`src/rtl/mt_pkg.sv`:
```
// Package: address map shared by the match timer and its bench-visible checker.
// Assumes word addressing; per-timer blocks are spaced A_TSTRIDE words apart.
package mt_pkg;
    localparam int A_CEN     = 0;
    localparam int A_BUSY    = 1;
    localparam int A_MATCH   = 2;
    localparam int A_TBASE   = 16;
    localparam int A_TSTRIDE = 8;
    localparam int O_PRE     = 0;
    localparam int O_PCTL    = 1;
    localparam int O_STS     = 2;
    localparam int O_IE      = 3;
    localparam int O_CLR     = 4;
    localparam int O_CAP     = 5;

    // Word address of a per-timer register.
    function automatic int tmr_addr(input int t, input int off);
        return A_TBASE + t * A_TSTRIDE + off;
    endfunction

    // Word address of comparator c of timer t.
    function automatic int match_addr(input int t, input int c, input int ncmp);
        return A_MATCH + t * ncmp + c;
    endfunction
endpackage

```
`src/rtl/mt_channel.sv`:
```
// Module: one counter with NUM_CMP comparators, sticky status and an interrupt.
// Assumes match, preload, reload-select and enable are held stable by the register block.
module mt_channel #(
    parameter int CNT_W   = 32,
    parameter int NUM_CMP = 3
) (
    input  logic                            clk,
    input  logic                            rst_n,
    input  logic                            en,
    input  logic [NUM_CMP-1:0][CNT_W-1:0]   match_i,
    input  logic [CNT_W-1:0]                preload_i,
    input  logic [NUM_CMP-1:0]              pctrl_i,
    input  logic [NUM_CMP-1:0]              clr_i,
    input  logic [NUM_CMP-1:0]              ie_i,
    output logic [CNT_W-1:0]                cnt_o,
    output logic [NUM_CMP-1:0]              sts_o,
    output logic                            irq_o
);
    logic [CNT_W-1:0]   cnt_q;
    logic [NUM_CMP-1:0] sts_q;
    logic [NUM_CMP-1:0] hit;
    logic               reload;

    // One equality comparator per match register, active only while counting.
    for (genvar c = 0; c < NUM_CMP; c++) begin : g_cmp
        assign hit[c] = en && (cnt_q == match_i[c]);
    end

    assign reload = |(hit & pctrl_i);

    // Counter: advance or reload while enabled, hold otherwise.
    always_ff @(posedge clk) begin
        if (!rst_n)
            cnt_q <= '0;
        else if (en)
            cnt_q <= reload ? preload_i : cnt_q + CNT_W'(1);
    end

    // Status: write-one clear, hits take priority over a clear.
    always_ff @(posedge clk) begin
        if (!rst_n)
            sts_q <= '0;
        else
            sts_q <= (sts_q & ~clr_i) | hit;
    end

    assign cnt_o = cnt_q;
    assign sts_o = sts_q;
    assign irq_o = |(sts_q & ie_i);
endmodule

```
`src/rtl/mt_capture.sv`:
```
// Module: snapshot of a counter taken STAGES cycles after a request.
// Assumes STAGES >= 2; requests arriving while busy are dropped.
module mt_capture #(
    parameter int CNT_W  = 32,
    parameter int STAGES = 2
) (
    input  logic             clk,
    input  logic             rst_n,
    input  logic             req,
    input  logic [CNT_W-1:0] cnt_i,
    output logic             busy_o,
    output logic [CNT_W-1:0] val_o
);
    logic [STAGES-1:0] pipe_q;
    logic [CNT_W-1:0]  val_q;
    logic              take;

    assign busy_o = |pipe_q;
    assign take   = req && !busy_o;

    // Request travels through the synchronizer chain.
    always_ff @(posedge clk) begin
        if (!rst_n)
            pipe_q <= '0;
        else
            pipe_q <= {pipe_q[STAGES-2:0], take};
    end

    // Latch the counter when the request leaves the chain.
    always_ff @(posedge clk) begin
        if (!rst_n)
            val_q <= '0;
        else if (pipe_q[STAGES-1])
            val_q <= cnt_i;
    end

    assign val_o = val_q;
endmodule

```
`src/rtl/match_timer_top.sv`:
```
// Module: register block and NUM_TMR channels of the match timer.
// Assumes one access per cycle; writes take effect at the clock edge that samples them.
module match_timer_top #(
    parameter int NUM_TMR = 3,
    parameter int NUM_CMP = 3,
    parameter int CNT_W   = 32,
    parameter int ADDR_W  = 8,
    parameter int STAGES  = 2
) (
    input  logic               clk,
    input  logic               rst_n,
    input  logic               wr_en,
    input  logic               rd_en,
    input  logic [ADDR_W-1:0]  addr,
    input  logic [CNT_W-1:0]   wdata,
    output logic [CNT_W-1:0]   rdata,
    output logic               rd_valid,
    output logic [NUM_TMR-1:0] irq
);
    import mt_pkg::*;

    logic [NUM_TMR-1:0]                            cen_q;
    logic [NUM_TMR-1:0][NUM_CMP-1:0][CNT_W-1:0]    match_q;
    logic [NUM_TMR-1:0][CNT_W-1:0]                 pre_q;
    logic [NUM_TMR-1:0][NUM_CMP-1:0]               pctl_q;
    logic [NUM_TMR-1:0][NUM_CMP-1:0]               ie_q;
    logic [NUM_TMR-1:0][NUM_CMP-1:0]               clr_s;
    logic [NUM_TMR-1:0]                            capreq_s;
    logic [NUM_TMR-1:0][CNT_W-1:0]                 cnt_all;
    logic [NUM_TMR-1:0][CNT_W-1:0]                 cap_all;
    logic [NUM_TMR-1:0][NUM_CMP-1:0]               sts_all;
    logic [NUM_TMR-1:0]                            busy_all;
    logic [CNT_W-1:0]                              rd_d;

    // Configuration registers: decode writes.
    always_ff @(posedge clk) begin
        if (!rst_n) begin
            cen_q   <= '0;
            match_q <= '0;
            pre_q   <= '0;
            pctl_q  <= '0;
            ie_q    <= '0;
        end else if (wr_en) begin
            if (addr == ADDR_W'(A_CEN))
                cen_q <= wdata[NUM_TMR-1:0];
            for (int t = 0; t < NUM_TMR; t++) begin
                for (int c = 0; c < NUM_CMP; c++)
                    if (addr == ADDR_W'(match_addr(t, c, NUM_CMP)))
                        match_q[t][c] <= wdata;
                if (addr == ADDR_W'(tmr_addr(t, O_PRE)))
                    pre_q[t] <= wdata;
                if (addr == ADDR_W'(tmr_addr(t, O_PCTL)))
                    pctl_q[t] <= wdata[NUM_CMP-1:0];
                if (addr == ADDR_W'(tmr_addr(t, O_IE)))
                    ie_q[t] <= wdata[NUM_CMP-1:0];
            end
        end
    end

    // Write strobes for status clear and snapshot request.
    always_comb begin
        for (int t = 0; t < NUM_TMR; t++) begin
            clr_s[t]    = (wr_en && addr == ADDR_W'(tmr_addr(t, O_CLR))) ?
                          wdata[NUM_CMP-1:0] : '0;
            capreq_s[t] = wr_en && addr == ADDR_W'(tmr_addr(t, O_CAP)) && wdata[0];
        end
    end

    // One counter channel and one snapshot unit per timer.
    for (genvar t = 0; t < NUM_TMR; t++) begin : g_tmr
        mt_channel #(.CNT_W(CNT_W), .NUM_CMP(NUM_CMP)) u_chan (
            .clk       (clk),
            .rst_n     (rst_n),
            .en        (cen_q[t]),
            .match_i   (match_q[t]),
            .preload_i (pre_q[t]),
            .pctrl_i   (pctl_q[t]),
            .clr_i     (clr_s[t]),
            .ie_i      (ie_q[t]),
            .cnt_o     (cnt_all[t]),
            .sts_o     (sts_all[t]),
            .irq_o     (irq[t])
        );
        mt_capture #(.CNT_W(CNT_W), .STAGES(STAGES)) u_cap (
            .clk    (clk),
            .rst_n  (rst_n),
            .req    (capreq_s[t]),
            .cnt_i  (cnt_all[t]),
            .busy_o (busy_all[t]),
            .val_o  (cap_all[t])
        );
    end

    // Read multiplexer: select the addressed register.
    always_comb begin
        rd_d = '0;
        if (addr == ADDR_W'(A_CEN))
            rd_d = CNT_W'(cen_q);
        if (addr == ADDR_W'(A_BUSY))
            rd_d = CNT_W'(busy_all);
        for (int t = 0; t < NUM_TMR; t++) begin
            for (int c = 0; c < NUM_CMP; c++)
                if (addr == ADDR_W'(match_addr(t, c, NUM_CMP)))
                    rd_d = match_q[t][c];
            if (addr == ADDR_W'(tmr_addr(t, O_PRE)))  rd_d = pre_q[t];
            if (addr == ADDR_W'(tmr_addr(t, O_PCTL))) rd_d = CNT_W'(pctl_q[t]);
            if (addr == ADDR_W'(tmr_addr(t, O_STS)))  rd_d = CNT_W'(sts_all[t]);
            if (addr == ADDR_W'(tmr_addr(t, O_IE)))   rd_d = CNT_W'(ie_q[t]);
            if (addr == ADDR_W'(tmr_addr(t, O_CAP)))  rd_d = cap_all[t];
        end
    end

    // Registered read port with its valid flag.
    always_ff @(posedge clk) begin
        if (!rst_n) begin
            rdata    <= '0;
            rd_valid <= 1'b0;
        end else begin
            if (rd_en)
                rdata <= rd_d;
            rd_valid <= rd_en;
        end
    end
endmodule

```
`config.mk`:
```
export PLATFORM = sky130hd
export DESIGN_NAME = match_timer_top
export DESIGN_NICKNAME = d
export VERILOG_FILES = /design/src/rtl/mt_pkg.sv /design/src/rtl/mt_channel.sv /design/src/rtl/mt_capture.sv /design/src/rtl/match_timer_top.sv
export SDC_FILE = /design/constraint.sdc
export NUM_CORES = 2
export LEC_CHECK = 0
export BUFFER_PORTS_ARGS = -buffer_cell sky130_fd_sc_hd__buf_2
export CAP_MARGIN = 40
export CELL_PAD_IN_SITES_DETAIL_PLACEMENT = 1
export CELL_PAD_IN_SITES_GLOBAL_PLACEMENT = 1
export CORE_MARGIN = 5
export CORE_UTILIZATION = 51
export CTS_CLUSTER_DIAMETER = 150
export CTS_CLUSTER_SIZE = 40
export DETAILED_ROUTE_END_ITERATION = 7
export GPL_TIMING_DRIVEN = 0
export PLACE_DENSITY_LB_ADDON = 0.25
export SLEW_MARGIN = 20
export SYNTH_ARGS = -nofsm -noshare
export SYNTH_HDL_FRONTEND = slang
export SYNTH_SLANG_ARGS = --single-unit
```
`constraint.sdc`:
```
create_clock -name clk -period 6.45 [get_ports clk]
set_input_delay 0.3225 -clock clk [delete_from_list [all_inputs] [get_ports clk]]
set_output_delay 0.3225 -clock clk [all_outputs]
set_load 0.05 [all_outputs]
```
==> impl_metrics.csv <==
group,metric,value,unit
outcome,status,"finished clean",
power,leakage,12.4,nW
drt,vias,37600,
worst_setup_path,critPathSlowestCell,"nor4_1",
clock_tree,numCtsBuffers,20,
cells_and_area,num-nets-final,4597,
drt,drt-initial-drc-count,6103,
place,portBuffers,75,
logic_synthesis,synth_seq_area_share,0.385,
grt,grt_use_total,0.498,
logic_synthesis,yosysTopAreaCell,"dfxtp_1",
floorplan,io_pins,80,
clock_tree,clk_pin_slew_worst_paths,160,ps
clock_tree,cts-root-buf,"clkbuf_16",
logic_synthesis,yosysMostFrequentCell,"nand2_1",
timing,fin_crit_sh,0.672,
place,hpwl,144000,um
worst_setup_path,crit_chain,"clkbuf_1 > xnor2_1 > nand4_1 > nor4_1 > nand4_1 > nand3_1 > buf_2 > clkbuf_1 > o21ai_0 > a22oi_1 > nor2_1",
floorplan,num_rows,94,
drt,drtAntennaViolNets,0,
place,globalplace.congestion,1.08,
logic_synthesis,ys_warn_count,0,
logic_synthesis,synth-main-ff-cell,"dfxtp_1",
drt,drt_wl_total,186000,um
timing,rsz0062_at_grt,"false",
logic_synthesis,synth_area_leaders,"dfxtp_1 38%, nand2_1 11%, a21oi_1 7.6%, xnor2_1 5.6%, mux2i_1 4.1%",
worst_hold_path,hp-class,"in -> reg",
floorplan,die_w,266,um
logic_synthesis,synth_edf_count,0,
grt,first_global_vias,36200,
worst_setup_path,worstSetupPathType,"reg -> reg",
clock_tree,cts_tree,"built",
logic_synthesis,avgSynthCellArea,7.69,um^2
drt,firstDrtPassIters,6,
timing,final.setup.tns,0,ps
worst_setup_path,crit_path_start_kind,"flop",
timing,finalSetupViolCount,0,
cells_and_area,fin_cells,5424,
drt,drc_errors,0,
timing,slew_headroom,0.309,
floorplan,chipHeight,266,um
timing,hold_viol,0,
clock_tree,insertion_delay,660,ps
job,drv_cap,0,
timing,fin_skew,51.2,ps
logic_synthesis,syn-cell-area,0.0335,mm^2
timing,tightestPinTransition,1040,ps
worst_setup_path,cp_max_fo,10,
clock_tree,cts_resized,0,
logic_synthesis,ys_ff_latch,645,
logic_synthesis,async_flop_share,0,
worst_setup_path,endpoint_kind,"flop",
place,dp.cells,5353,
timing,fmax,0.231,GHz
timing,whs,70.1,ps
worst_setup_path,required,6970,ps
power,power_density,180,mW/mm^2
cells_and_area,drive_gt1_frac,0.0813,
power,peakVddDrop,0.000219,V
power,power,6.61,mW
timing,report.final.slew_viol_count,0,
clock_tree,cts_sinks,645,
logic_synthesis,yosys.area.top_type_share,0.385,
floorplan,start_util,0.512,
floorplan,die-area,0.0710,mm^2
grt,grt_overflow,0,
clock_tree,cts_buffer_depth,3,
timing,fin_crit,4340,ps
cells_and_area,area_growth_syn_to_layout,9.31,%
logic_synthesis,synthCells,4360,
logic_synthesis,synthTopCellsByCount,"956 x nand2_1, 645 x dfxtp_1, 510 x a21oi_1",
clock_tree,htree_levels,1,
grt,antenna_found_initial,12,
drt,post_drt_via_cell_ratio,6.94,
worst_setup_path,cp_data_arrival_time,4860,ps
clock_tree,cts_setup_buffers,0,
logic_synthesis,synth_cell_types,79,
drt,wl_per_cell,34.3,um
logic_synthesis,synth_nets,4407,
floorplan,core_area,0.0655,mm^2
worst_setup_path,slowest_delay,730,ps
grt,grt_max_degree,41,
grt,grt_pass1_wl,259000,um
[cell families after synthesis]
family | after synthesis | share of synthesized area
simple gates | 1655 | 0.218
compound gates | 1097 | 0.198
flops | 645 | 0.385
buf+inv | 468 | 0.0587
xor+xnor | 290 | 0.0759
mux | 202 | 0.0630
fa+ha+maj | 3 | 0.00112
[where the power goes]
group / total, mW / switching [mW] / internal [mW]
logic: 0.617 / 0.476 / 0.142
registers: 4.02 / 0.0131 / 4.00
clock network: 1.98 / 1.40 / 0.583
total: 6.61 / 1.89 / 4.73
[what timing repair did]
action	in CTS	in global routing
hold buffers	29	0
hold endpoints to repair	56	0
setup endpoints to repair	0	0
[state kept, by name, indices dropped and copies added, names as in the netlist]
name and flops:
g_tmr.u_cap.pipe_q 6, rdata 32, pre_q 96, rd_valid 1, ie_q 9, match_q 288
g_tmr.u_chan.cnt_o 96, pctl_q 9, g_tmr.u_cap.val_o 96, cen_q 3, g_tmr.u_chan.sts_o 9
[final timing paths]
check        cells past startpoint                      start  slack [ps]                         to
min                              4                   wdata[1]          70   g_tmr[2].u_chan.sts_o[1]
min reg2reg                      2                  pre_q[79]         480  g_tmr[2].u_chan.cnt_o[15]
max reg2reg                     11  g_tmr[1].u_chan.cnt_o[17]        2110  g_tmr[1].u_chan.cnt_o[29]
max                             11  g_tmr[1].u_chan.cnt_o[17]        2110  g_tmr[1].u_chan.cnt_o[29]
[per-layer routing]
| layer | share of wire | GRT usage | up-vias |
|---|---|---|---|
| li1 | - | - | 15500 |
| met2 | 0.40 | 0.704 | 2934 |
| met1 | 0.36 | 0.631 | 18400 |
| met5 | 0.00057 | 0 | - |
| met3 | 0.15 | 0.183 | 741 |
| met4 | 0.091 | 0.341 | 16 |
[worst max-delay path: cells and delay by family (launching register included)]
kind | cells | cell delay [ps]
AO/OA/AOI/OAI | 2 | 480
XOR/XNOR | 1 | 210
buffers and inverters | 3 | 1490
flip-flops | 1 | 550
AND/OR/NAND/NOR | 5 | 1460
[area by class of cell]
class                   instances  area (um^2)
diodes                          9         22.5
plain buffers                 439         1880
clock buffers                  20          500
clock inverters                 3         55.1
fillers                      8294        28800
inverters                      29          109
multi-input cells            3247        18700
flip-flops and latches        645        12900
well taps                     864         1080
repair buffers                168         1420
[through the flow]
stage	worst slack (ps)	area, um^2	util
finish	2110	36700	0.560
global route	2150	36600	0.559
CTS	2350	36500	0.558
detailed placement	2120	35700	0.545
global placement	1860	35000	0.534
floorplan	3930	33500	-
[cells in the final DEF, fill, tap and decap left out, drive strengths merged, types with 49 or more instances in the layout]
cell / netlist / final
nand4: 86 / 86
xor2: 75 / 75
xnor2: 215 / 215
dfxtp: 645 / 645
nor4: 56 / 56
a22oi: 112 / 112
a21oi: 510 / 510
nor2: 258 / 258
mux2: 64 / 64
o21ai: 175 / 175
nand2: 956 / 956
nand3: 84 / 84
nor3: 49 / 49
mux2i: 137 / 137
clkbuf: 333 / 354
buf: 106 / 244
o22ai: 64 / 64
(Power assumes the default switching activity.)
